**src/rtl/dkr_pkg.sv**
```systemverilog
package dkr_pkg;
  localparam int WORD_W   = 16;
  localparam int ADDR_W   = 4;
  localparam int DRV_W    = 2;
  localparam int NUM_DRV  = 1 << DRV_W;
  localparam int ERR_W    = 5;
  localparam int MX_W     = 2;

  // control word field positions
  localparam int C_RDY    = 0;
  localparam int C_FN_LO  = 1;
  localparam int C_MX_LO  = 4;
  localparam int C_IE     = 6;
  localparam int C_DONE   = 7;
  localparam int C_DRV_LO = 8;
  localparam int C_ERR_LO = 10;
  localparam int C_SUM    = 15;

  // register index = byte offset / 2
  localparam logic [2:0] RI_CSR = 3'd0;
  localparam logic [2:0] RI_BA  = 3'd1;
  localparam logic [2:0] RI_DA  = 3'd2;
  localparam logic [2:0] RI_MP  = 3'd3;
  localparam logic [2:0] RI_EXT = 3'd4;

  typedef enum logic [2:0] {
    FN_NOP    = 3'd0,
    FN_WCHK   = 3'd1,
    FN_STATUS = 3'd2,
    FN_SEEK   = 3'd3,
    FN_RDHDR  = 3'd4,
    FN_WRITE  = 3'd5,
    FN_READ   = 3'd6,
    FN_RDRAW  = 3'd7
  } dk_func_e;

  function automatic logic [WORD_W-1:0] lane_merge(
    input logic [WORD_W-1:0] cur,
    input logic [WORD_W-1:0] wd,
    input logic              is_byte,
    input logic              hi);
    logic [WORD_W-1:0] r;
    if (!is_byte)  r = wd;
    else if (hi)   r = {wd[7:0], cur[7:0]};
    else           r = {cur[WORD_W-1:8], wd[7:0]};
    return r;
  endfunction
endpackage

```
**src/rtl/dkr_csr_ctl.sv**
```systemverilog
module dkr_csr_ctl
  import dkr_pkg::*;
(
  input  logic             clk,
  input  logic             rst_n,
  input  logic             wr_en,
  input  logic [2:0]       wr_func,
  input  logic             wr_ie,
  input  logic             wr_done,
  input  logic [DRV_W-1:0] wr_drv,
  input  logic             done_strobe,
  input  logic [ERR_W-1:0] done_err,
  output logic [2:0]       func_q,
  output logic             ie_q,
  output logic             done_q,
  output logic [DRV_W-1:0] drv_q,
  output logic [ERR_W-1:0] err_q,
  output logic             irq_q,
  output logic             start_q
);
  dk_func_e         fn_q, fn_d;
  logic             ie_d, done_d, irq_d, start_d;
  logic [DRV_W-1:0] drv_d;
  logic [ERR_W-1:0] err_d;

  always_comb begin
    fn_d    = fn_q;
    ie_d    = ie_q;
    done_d  = done_q;
    drv_d   = drv_q;
    err_d   = err_q;
    irq_d   = irq_q;
    start_d = 1'b0;
    if (wr_en) begin
      fn_d   = dk_func_e'(wr_func);
      ie_d   = wr_ie;
      done_d = wr_done;
      drv_d  = wr_drv;
      if (wr_done) begin
        if (!wr_ie)
          irq_d = 1'b0;
        else if (done_q && !ie_q)
          irq_d = 1'b1;
      end else begin
        irq_d   = 1'b0;
        err_d   = '0;
        start_d = 1'b1;
      end
    end
    if (done_strobe) begin
      done_d = 1'b1;
      err_d  = err_d | done_err;
      if (ie_d) irq_d = 1'b1;
    end
  end

  always_ff @(posedge clk or negedge rst_n) begin
    if (!rst_n) begin
      fn_q    <= FN_NOP;
      ie_q    <= 1'b0;
      done_q  <= 1'b1;
      drv_q   <= '0;
      err_q   <= '0;
      irq_q   <= 1'b0;
      start_q <= 1'b0;
    end else begin
      fn_q    <= fn_d;
      ie_q    <= ie_d;
      done_q  <= done_d;
      drv_q   <= drv_d;
      err_q   <= err_d;
      irq_q   <= irq_d;
      start_q <= start_d;
    end
  end

  assign func_q = fn_q;

  // a pending interrupt always has done and enable set
  p_irq_done_ie_r9: assert property (@(posedge clk) disable iff (!rst_n)
    irq_q |-> (done_q && ie_q));
  // completion leaves done set
  p_done_after_strobe_r11: assert property (@(posedge clk) disable iff (!rst_n)
    done_strobe |=> done_q);
endmodule

```
**src/rtl/dkr_addr_regs.sv**
```systemverilog
module dkr_addr_regs
  import dkr_pkg::*;
#(
  parameter int EXT_W = 6
) (
  input  logic              clk,
  input  logic              rst_n,
  input  logic              ba_we,
  input  logic [WORD_W-1:1] ba_wdata,
  input  logic              da_we,
  input  logic [WORD_W-1:0] da_wdata,
  input  logic              ext_we,
  input  logic              ext_en,
  input  logic [EXT_W-1:0]  ext_wdata,
  input  logic              mx_we,
  input  logic [MX_W-1:0]   mx_wdata,
  output logic [WORD_W-1:0] ba_q,
  output logic [WORD_W-1:0] da_q,
  output logic [EXT_W-1:0]  ext_q
);
  localparam int BA_W = WORD_W - 1;

  logic [BA_W-1:0]   ba_r, ba_d;
  logic [WORD_W-1:0] da_d;
  logic [EXT_W-1:0]  ext_d;

  always_comb begin
    ba_d  = ba_r;
    da_d  = da_q;
    ext_d = ext_q;
    if (ba_we) ba_d = ba_wdata;
    if (da_we) da_d = da_wdata;
    if (ext_we && ext_en)
      ext_d = ext_wdata;
    else if (mx_we)
      ext_d[MX_W-1:0] = mx_wdata;
  end

  always_ff @(posedge clk or negedge rst_n) begin
    if (!rst_n) begin
      ba_r  <= '0;
      da_q  <= '0;
      ext_q <= '0;
    end else begin
      ba_r  <= ba_d;
      da_q  <= da_d;
      ext_q <= ext_d;
    end
  end

  assign ba_q = {ba_r, 1'b0};

  // absent extension register keeps its contents
  p_ext_absent_r2: assert property (@(posedge clk) disable iff (!rst_n)
    (ext_we && !ext_en && !mx_we) |=> $stable(ext_q));
  // extension write lands in full
  p_ext_load_r4: assert property (@(posedge clk) disable iff (!rst_n)
    (ext_we && ext_en) |=> (ext_q == $past(ext_wdata)));
endmodule

```
**src/rtl/dkr_mp_queue.sv**
```systemverilog
module dkr_mp_queue #(
  parameter int DEPTH = 3,
  parameter int W     = 16
) (
  input  logic         clk,
  input  logic         rst_n,
  input  logic         load,
  input  logic [W-1:0] load_data,
  input  logic         pop,
  output logic [W-1:0] head
);
  logic [W-1:0] q   [DEPTH];
  logic [W-1:0] q_d [DEPTH];

  for (genvar i = 0; i < DEPTH; i++) begin : g_ent
    if (i < DEPTH - 1) begin : g_mid
      always_comb begin
        q_d[i] = q[i];
        if (load)     q_d[i] = load_data;
        else if (pop) q_d[i] = q[i+1];
      end
    end else begin : g_tail
      always_comb begin
        q_d[i] = q[i];
        if (load) q_d[i] = load_data;
      end
    end
    always_ff @(posedge clk or negedge rst_n) begin
      if (!rst_n) q[i] <= '0;
      else        q[i] <= q_d[i];
    end
  end

  assign head = q[0];

  // write broadcasts to the last entry as well
  p_load_all_r8: assert property (@(posedge clk) disable iff (!rst_n)
    load |=> (q[DEPTH-1] == $past(load_data)));
  if (DEPTH > 1) begin : g_chk
    // read moves the queue forward by one
    p_pop_shift_r8: assert property (@(posedge clk) disable iff (!rst_n)
      (pop && !load) |=> (q[0] == $past(q[1])));
  end
endmodule

```
**src/rtl/cart_disk_regs.sv**
```systemverilog
module cart_disk_regs
  import dkr_pkg::*;
#(
  parameter int EXT_W     = 6,
  parameter int MPQ_DEPTH = 3
) (
  input  logic               clk,
  input  logic               rst_n,
  input  logic               mode_ext,
  input  logic               bus_sel,
  input  logic               bus_wr,
  input  logic               bus_byte,
  input  logic [ADDR_W-1:0]  bus_addr,
  input  logic [WORD_W-1:0]  bus_wdata,
  output logic [WORD_W-1:0]  bus_rdata,
  output logic               bus_ack,
  input  logic [NUM_DRV-1:0] drive_busy,
  input  logic               done_strobe,
  input  logic [ERR_W-1:0]   done_err,
  output logic               irq,
  output logic               cmd_start,
  output logic [2:0]         cmd_func,
  output logic [DRV_W-1:0]   cmd_drive
);
  localparam int EXT_PAD = WORD_W - EXT_W;

  // reset: asserted asynchronously, released on the clock
  logic rst_meta, rst_s;
  always_ff @(posedge clk or negedge rst_n) begin
    if (!rst_n) begin
      rst_meta <= 1'b0;
      rst_s    <= 1'b0;
    end else begin
      rst_meta <= 1'b1;
      rst_s    <= rst_meta;
    end
  end

  logic [2:0] ridx;
  logic       hi_lane, wr_acc, rd_acc;
  logic       hit_csr, hit_ba, hit_da, hit_mp, hit_ext;

  assign ridx    = bus_addr[3:1];
  assign hi_lane = bus_addr[0];
  assign wr_acc  = bus_sel && bus_wr;
  assign rd_acc  = bus_sel && !bus_wr;
  assign hit_csr = (ridx == RI_CSR);
  assign hit_ba  = (ridx == RI_BA);
  assign hit_da  = (ridx == RI_DA);
  assign hit_mp  = (ridx == RI_MP);
  assign hit_ext = (ridx == RI_EXT);

  logic [2:0]         func_q;
  logic               ie_q, done_q, irq_q, start_q;
  logic [DRV_W-1:0]   drv_q;
  logic [ERR_W-1:0]   err_q;
  logic [WORD_W-1:0]  ba_q, da_q, mp_head;
  logic [EXT_W-1:0]   ext_q;
  logic [WORD_W-1:0]  csr_img, csr_wd, ba_wd, da_wd, mp_wd;

  assign csr_img = {|err_q, err_q, drv_q, done_q, ie_q,
                    ext_q[MX_W-1:0], func_q, ~drive_busy[drv_q]};

  assign csr_wd = lane_merge(csr_img, bus_wdata, bus_byte, hi_lane);
  assign ba_wd  = lane_merge(ba_q,    bus_wdata, bus_byte, hi_lane);
  assign da_wd  = lane_merge(da_q,    bus_wdata, bus_byte, hi_lane);
  assign mp_wd  = lane_merge(mp_head, bus_wdata, bus_byte, hi_lane);

  logic unused_bits;
  assign unused_bits = ^{csr_wd[WORD_W-1:C_ERR_LO], csr_wd[C_RDY], ba_wd[0]};

  dkr_csr_ctl u_csr (
    .clk         (clk),
    .rst_n       (rst_s),
    .wr_en       (wr_acc && hit_csr),
    .wr_func     (csr_wd[C_FN_LO +: 3]),
    .wr_ie       (csr_wd[C_IE]),
    .wr_done     (csr_wd[C_DONE]),
    .wr_drv      (csr_wd[C_DRV_LO +: DRV_W]),
    .done_strobe (done_strobe),
    .done_err    (done_err),
    .func_q      (func_q),
    .ie_q        (ie_q),
    .done_q      (done_q),
    .drv_q       (drv_q),
    .err_q       (err_q),
    .irq_q       (irq_q),
    .start_q     (start_q)
  );

  dkr_addr_regs #(.EXT_W(EXT_W)) u_addr (
    .clk       (clk),
    .rst_n     (rst_s),
    .ba_we     (wr_acc && hit_ba),
    .ba_wdata  (ba_wd[WORD_W-1:1]),
    .da_we     (wr_acc && hit_da),
    .da_wdata  (da_wd),
    .ext_we    (wr_acc && hit_ext && !(bus_byte && hi_lane)),
    .ext_en    (mode_ext),
    .ext_wdata (bus_wdata[EXT_W-1:0]),
    .mx_we     (wr_acc && hit_csr),
    .mx_wdata  (csr_wd[C_MX_LO +: MX_W]),
    .ba_q      (ba_q),
    .da_q      (da_q),
    .ext_q     (ext_q)
  );

  dkr_mp_queue #(.DEPTH(MPQ_DEPTH), .W(WORD_W)) u_mpq (
    .clk       (clk),
    .rst_n     (rst_s),
    .load      (wr_acc && hit_mp),
    .load_data (mp_wd),
    .pop       (rd_acc && hit_mp),
    .head      (mp_head)
  );

  always_comb begin
    bus_rdata = '0;
    bus_ack   = 1'b0;
    if (bus_sel) begin
      unique case (ridx)
        RI_CSR: begin bus_rdata = csr_img; bus_ack = 1'b1; end
        RI_BA:  begin bus_rdata = ba_q;    bus_ack = 1'b1; end
        RI_DA:  begin bus_rdata = da_q;    bus_ack = 1'b1; end
        RI_MP:  begin bus_rdata = mp_head; bus_ack = 1'b1; end
        RI_EXT: if (mode_ext) begin
                  bus_rdata = {{EXT_PAD{1'b0}}, ext_q};
                  bus_ack   = 1'b1;
                end
        default: ;
      endcase
    end
  end

  assign irq       = irq_q;
  assign cmd_start = start_q;
  assign cmd_func  = func_q;
  assign cmd_drive = drv_q;

  // a full-word control write with done clear launches a command
  p_start_on_go_r10: assert property (@(posedge clk) disable iff (!rst_s)
    (bus_sel && bus_wr && !bus_byte && bus_addr == '0 && !bus_wdata[C_DONE])
      |=> (cmd_start && !irq));
  // reported errors show up in the summary bit
  p_err_summary_r11: assert property (@(posedge clk) disable iff (!rst_s)
    (done_strobe && |done_err) |=> csr_img[C_SUM]);
endmodule

```
**config.mk**
```make
export PLATFORM = sky130hd
export DESIGN_NAME = cart_disk_regs
export DESIGN_NICKNAME = d
export VERILOG_FILES = /design/src/rtl/dkr_pkg.sv /design/src/rtl/dkr_csr_ctl.sv /design/src/rtl/dkr_addr_regs.sv /design/src/rtl/dkr_mp_queue.sv /design/src/rtl/cart_disk_regs.sv
export SDC_FILE = /design/constraint.sdc
export NUM_CORES = 1
export LEC_CHECK = 0
export ABC_AREA = 1
export CORE_MARGIN = 1
export CORE_UTILIZATION = 30
export CTS_CLUSTER_DIAMETER = 80
export CTS_CLUSTER_SIZE = 24
export DETAILED_ROUTE_END_ITERATION = 10
export DONT_BUFFER_PORTS = 1
export SYNTH_ARGS = -nofsm -noshare
export SYNTH_HDL_FRONTEND = slang
export SYNTH_SLANG_ARGS = --single-unit
```
**constraint.sdc**
```tcl
create_clock -name clk -period 3.7 [get_ports clk]
set_clock_uncertainty 0.15 [all_clocks]
set_input_delay 0.185 -clock clk [delete_from_list [all_inputs] [get_ports clk]]
set_output_delay 0.185 -clock clk [all_outputs]
set_load 0.01 [all_outputs]
```
Word level (Yosys, flattened, before mapping)
Index checks and enable logic that the tools add are counted.
{"block": "word_totals", "ff_bits": 101, "latchBits": 0, "ramBits": 0, "mem_bits_ro": 0, "output_inout_bits": 24, "wordCells": 92, "n_memories": 0}
{"block": "op_classes", "addsub": 0, "n_mul": 0, "div_mod_pow": 0, "n_lt_le_gt_ge": 1, "eq_ne": 7, "shift": 0, "mux": 36, "bitwise_logic": 2, "n_reduce_logical": 28}
{"operator": "16-bit two-way mux", "count": 11}
{"operator": "16-bit case mux with 5 select lines", "count": 1}
{"operator": "10-bit two-way mux", "count": 2}
{"operator": "5-bit two-way mux", "count": 3}
{"operator": "1-bit two-way mux", "count": 14}
{"operator": "2-bit AND reduction", "count": 7}
{"operator": "1-bit logical AND", "count": 12}
{"operator": "3-bit by 2-bit == test with 1-bit output, second input constant", "count": 2}
{"operator": "6-bit two-way mux", "count": 1}
{"operator": "2-bit nonzero test", "count": 3}
{"operator": "5-bit bitwise OR", "count": 1}
{"operator": "5-bit OR reduction", "count": 1}
{"operator": "2-bit two-way mux", "count": 2}
{"operator": "4-bit OR reduction", "count": 1}
{"operator": "3-bit by 1-bit == test with 1-bit output, second input constant", "count": 1}
{"operator": "3-bit == test, second input constant", "count": 1}
{"operator": "1-bit logical NOT", "count": 3}
{"operator": "3-bit logical NOT", "count": 1}
{"operator": "2-bit by 3-bit less-than comparator with 1-bit output, second input constant", "count": 1}
{"operator": "3-bit by 2-bit inequality test with 1-bit output, second input constant", "count": 1}
{"operator": "1-bit binary-select mux with 2-bit select", "count": 1}
{"operator": "2-bit by 1-bit inequality test with 1-bit output, second input constant", "count": 1}
{"operator": "2-bit inequality test, second input constant", "count": 1}
{"operator": "1-bit case mux with 2 select lines", "count": 1}
{"operator": "1-bit inverter", "count": 1}

Logic depth before layout (Yosys ltp)
{"block": "depth", "ltp_word": 10, "mapped_depth": 10}

Modules after synthesis
A second synthesis with hierarchy kept.
{"block": "unflattened", "cells_unflattened": 776, "area_unflattened_um2": 5670.4}
{"module": "dkr_mp_queue", "n_inst": 1, "cells_per_inst": 222, "area_each_um2": 2059.5}
{"module": "cart_disk_regs", "n_inst": 1, "cells_per_inst": 327, "area_each_um2": 1561.5}
{"module": "dkr_addr_regs", "n_inst": 1, "cells_per_inst": 166, "area_each_um2": 1476.4}
{"module": "dkr_csr_ctl", "n_inst": 1, "cells_per_inst": 61, "area_each_um2": 573.0}

Worst setup path before layout
No wires, ideal clock.
{"block": "synth_path", "kind": "input-to-output", "startpoint": "input bus_addr[1]", "endpoint": "output bus_rdata[10]", "t_arrival_ns": 1.081, "setup_slack_ns": 2.284, "path_stages": 8, "n_path_buf": 2, "cell_sequence": "buf_4 > nand2_2 > nor2_8 > buf_2 > nand2_1 > nand2_1 > nor2_1 > nor2_1"}
{"block": "synth_via", "elab_chain_cells": 3}
{"element": "start: declaration", "line_no": "cart_disk_regs.sv:13", "source": "input logic [ADDR_W-1:0] bus_addr,"}
{"element": "3-bit == test (tied with other cells)", "line_no": "cart_disk_regs.sv:121", "source": "unique case (ridx)"}
{"element": "16-bit case mux with 5 select lines (*)", "line_no": "cart_disk_regs.sv:121"}
{"element": "16-bit two-way mux (*)", "line_no": "cart_disk_regs.sv:120", "source": "if (bus_sel) begin"}
{"element": "end: declaration", "line_no": "cart_disk_regs.sv:15", "source": "output logic [WORD_W-1:0] bus_rdata,"}
Every way passes the cells marked *; elsewhere a longest branch is shown, timed or not.

Worst setup path after layout
{"block": "layout_path", "startpoint": "input bus_byte", "endpoint": "register u_addr.ext_q[1]"}
{"block": "layout_via", "elab_chain_cells": 6}
{"element": "start: declaration", "line_no": "cart_disk_regs.sv:12", "source": "input logic bus_byte,"}
{"element": "1-bit logical AND", "line_no": "cart_disk_regs.sv:98", "source": ".ext_we (wr_acc && hit_ext && !(bus_byte && hi_lane)),"}
{"element": "1-bit logical NOT", "line_no": "cart_disk_regs.sv:98"}
{"element": "1-bit logical AND", "line_no": "cart_disk_regs.sv:98"}
{"element": "1-bit logical AND", "line_no": "dkr_addr_regs.sv:33", "source": "if (ext_we && ext_en)"}
{"element": "3-bit by 2-bit inequality test with 1-bit output (no line) / 2-bit nonzero test (equally long branches)"}
{"element": "2-bit AND reduction (no line)"}
{"element": "end signal: assignment", "line_no": "dkr_addr_regs.sv:47", "source": "ext_q <= ext_d;"}
{"element": "end: declaration", "line_no": "dkr_addr_regs.sv:19", "source": "output logic [EXT_W-1:0] ext_q"}
Parallel ways exist; a longest one is shown, timed or not. The select of a mux whose other input is x is not followed.
A chain may end at the register's enable or synchronous reset.

==> impl_results.md <==
* Result of the run: finished, violations left
* Violations in the final reports: hold timing
* Antenna violations before repair at 2
* # fillers at 1684
* Ports placed on the boundary at 60
* Most common library cell in the layout ignoring fill and taps: sky130_fd_sc_hd__nand2_1
* Cell Area, Synth at 0.00492 mm²
* Maximum fanout along the worst path at 16
* Xor-xnor portion of the synthesized cell area at 0%
* Number of iterations in the first detailed-routing pass at 5
* Number of vias in the routed layout at 4272
* Pins Over Slew Limit at 0
* Number of nets still failing antenna checks after routing at 0
* PD cells at 508 mW/mm²
* Peak-usage layer in the global routing report: met2
* Critical path class: in2reg
* Period utilization at 63.0%
* Area growth syn-to-layout at 15.5%
* Die width at 130 µm
* Synth async-reset ratio at 100%
* Kind of end point of the critical path: register
* HP Class: in2reg
* CP max stage delay at 700 ps
* Number of synthesis warnings at 0
* Clock tree sinks at 101
* Final core utilization at 35.6%
* Count of maximum capacitance violations at 0
* CP Data Arrival Time at 2420 ps
* Total Neg Setup Slack at 0 ps
* Worst rel slew slack at 44.1%
* Area enclosed by the die boundary at 0.0169 mm²
* Tot GR Track Use at 18.0%
* Maximum ir drop on the vdd rail at 0.000234 V
* Clock root buffer: sky130_fd_sc_hd__clkbuf_16
* Syn_area_per_cell at 7.59 µm²
* Initial Utilization at 30.8%
* GR Layer Usage met2 at 27.2%
* Met3 usage in global routing at 3.03%
* Nets at 700
* Required time worst endpoint at 3790 ps
* Net count of the mapped netlist at 684
* Post-synthesis mux area share at 0%
* Portion of the post-synthesis area used by sequential elements at 51.4%
* Commonest cells after routing, fill and taps aside: 275 x sky130_fd_sc_hd__nand2_1, 99 x sky130_fd_sc_hd__dfrtp_1, 62 x sky130_fd_sc_hd__nand3_1
* Count of buffer and inverter cells on the critical path at 2
* TritonCTS clock tree: done
* Deepest clock path buffer count at 2
* Post-synth top flop: sky130_fd_sc_hd__dfrtp_1
* Worst slew pin tran at 835 ps
* Count of distinct cell types in the synthesized netlist at 26
* Final setup violation count at 0
* CP delay by family, top: buffers and inverters
* Global-route wire length before repair at 22.8 mm
* Number of flops mapped to enable cells by yosys at 0
* Unrepaired setup endpoints after global routing: false
* Global route overflow at 0
* Largest family of logic cells by synthesized area: simple AND/OR/NAND/NOR gates
* Number of buffers inserted by post-CTS setup repair at 0
* Time the worst path needs with I/O delays and setup at 2330 ps
* Hold Buf Count CTS at 30
* Type of element launching the critical path: primary input
* Number of global-route vias before repair at 4129
* Gate count of the mapped netlist at 648
* Adder and majority cell fraction of the synthesized area at 0%
* CTS clock-pin slew for the worst setup and hold paths at 70 ps
* Number of design-rule violations left by the first detailed-router iteration at 386
* CTS H-Tree Depth at 3
* Detailed placement HPWL at 9.55 mm
* Final weighted congestion in routability-driven placement at 0.828
* Resized cells post-CTS at 0
* Share of synthesized cell area in and, or, nand and nor gates at 33.5%
* Area of the placeable core at 0.0159 mm²
* Count of final hold-check violations at 1
* Pleak at 2.87 nW
* Largest net degree at the start of global routing at 39
* Yosys reg bits at 101
* Grt met1 use at 24.9%
* Num CTS Buffers at 9
* Chip Height at 130 µm
* Fraction of the mapped netlist area in compound gates at 8.22%
* Minimum hold slack at -0.370 ps
* Routed len/inst at 15.8 µm
* Per-cell via count in the routed design at 4.81
* Worst path cell trace: dlygate4sd3_1 -> a21oi_2 -> nand2_1 -> nand3_1 -> nand3_1 -> dlygate4sd3_1
* Share of layout cells above drive strength 1 at 5.83%
* Drt total wl at 14.1 mm
* Clk_lat worst skew at 360 ps
* Row count at 46
* Slowest cell on the critical path: sky130_fd_sc_hd__dlygate4sd3_1
* Highest attainable clock frequency at 0.429 GHz
* DRC violations left at 0
* Input/output buffers at 0
cell usage after synthesis, types with 2 or more instances:
master | n | area share, %
sky130_fd_sc_hd__inv_1 | 38 | 2.9
sky130_fd_sc_hd__a21oi_1 | 2 | 0.20
sky130_fd_sc_hd__clkinv_1 | 3 | 0.23
sky130_fd_sc_hd__inv_2 | 6 | 0.46
sky130_fd_sc_hd__o21bai_1 | 2 | 0.31
sky130_fd_sc_hd__buf_4 | 10 | 1.5
sky130_fd_sc_hd__o21ai_1 | 22 | 2.2
sky130_fd_sc_hd__nand4_1 | 6 | 0.76
sky130_fd_sc_hd__nor2_4 | 3 | 0.69
sky130_fd_sc_hd__o211ai_1 | 8 | 1.2
sky130_fd_sc_hd__nand3_1 | 62 | 6.3
sky130_fd_sc_hd__nand2_2 | 5 | 0.64
sky130_fd_sc_hd__clkbuf_1 | 7 | 0.53
sky130_fd_sc_hd__buf_2 | 11 | 1.1
sky130_fd_sc_hd__dfrtp_1 | 100 | 51
sky130_fd_sc_hd__nor2_1 | 40 | 3.1
sky130_fd_sc_hd__o21ai_0 | 40 | 4.1
sky130_fd_sc_hd__nand2_1 | 275 | 21
through the flow:
stage | cell area (µm²) | setup WS, ps | power [mW] | std cells
floorplan | 4920 | 530 | 1.77 | 648
global placement | 5060 | 1740 | 1.86 | 839
detailed placement | 5060 | 1770 | 1.86 | 839
CTS | 5670 | 1430 | 2.90 | 885
global route | 5680 | 1290 | 3.05 | 888
finish | 5680 | 1370 | 2.89 | 888
worst paths after layout:
kind | start | to | slack [ps] | cells past startpoint
max in group asynchronous | rst_s | u_csr.done_q | 2440 | 1
min in group asynchronous | rst_s | u_mpq.q[4] | 90 | 0
setup / recovery | bus_byte | u_addr.ext_q[1] | 1370 | 6
setup reg to reg | u_csr.done_q | u_csr.err_q[0] | 1900 | 5
hold / removal | bus_wdata[6] | u_addr.da_q[14] | -0.4 | 4
hold reg to reg | rst_s | u_mpq.q[4] | 90 | 0
logic make-up after synthesis:
kind of cell,Yosys count
AOI/OAI and AO/OA,75
buffers and inverters,75
DFF,101
other,1
and+or+nand+nor,396
tightest hold or removal path: stages:
cell	delay, ps
sky130_fd_sc_hd__nand3_1	90
sky130_fd_sc_hd__nand2_1	60
sky130_fd_sc_hd__inv_1	70
sky130_fd_sc_hd__o21ai_1	70
report_power, final:
group / total [mW] / leakage, nW / internal, mW / switching (mW)
Sequential: 1.46 / 1.28 / 1.32 / 0.140
Combinational: 0.424 / 1.44 / 0.172 / 0.252
Clock: 1.00 / 0.152 / 0.579 / 0.425
Total: 2.89 / 2.87 / 2.07 / 0.818
area by class of cell:
class,instances,area [µm²],area share [%]
Inverter,47,176,3.11
Clock buffer,13,270,4.76
Antenna cell,3,7.51,0.132
Timing Repair Buffer,33,323,5.69
Clock inverter,3,42.5,0.749
Tap cell,216,270,4.76
Sequential cell,101,2530,44.6
Multi-Input combinational cell,472,2060,36.2
metal layers:
layer | part of all wire [%] | vias up
li1 | - | 2094
met1 | 47 | 2014
met2 | 44 | 136
met3 | 5.5 | 28
met4 | 3.4 | 0
met5 | 0 | -
sequential cells by signal, indices dropped and copies added, names as in the netlist:
| signal | count |
|---|---|
| u_addr.ext_q | 6 |
| rst_s | 1 |
| u_addr.ba_r | 15 |
| u_csr.drv_q | 2 |
| u_mpq.q | 32 |
| u_csr.done_q | 1 |
| u_csr.irq_q | 1 |
| u_mpq.head | 16 |
| rst_meta | 1 |
| u_csr.start_q | 1 |
| u_addr.da_q | 16 |
| u_csr.err_q | 5 |
| u_csr.func_q | 3 |
| u_csr.ie_q | 1 |
No activity file was read; power rests on OpenSTA's default activity.
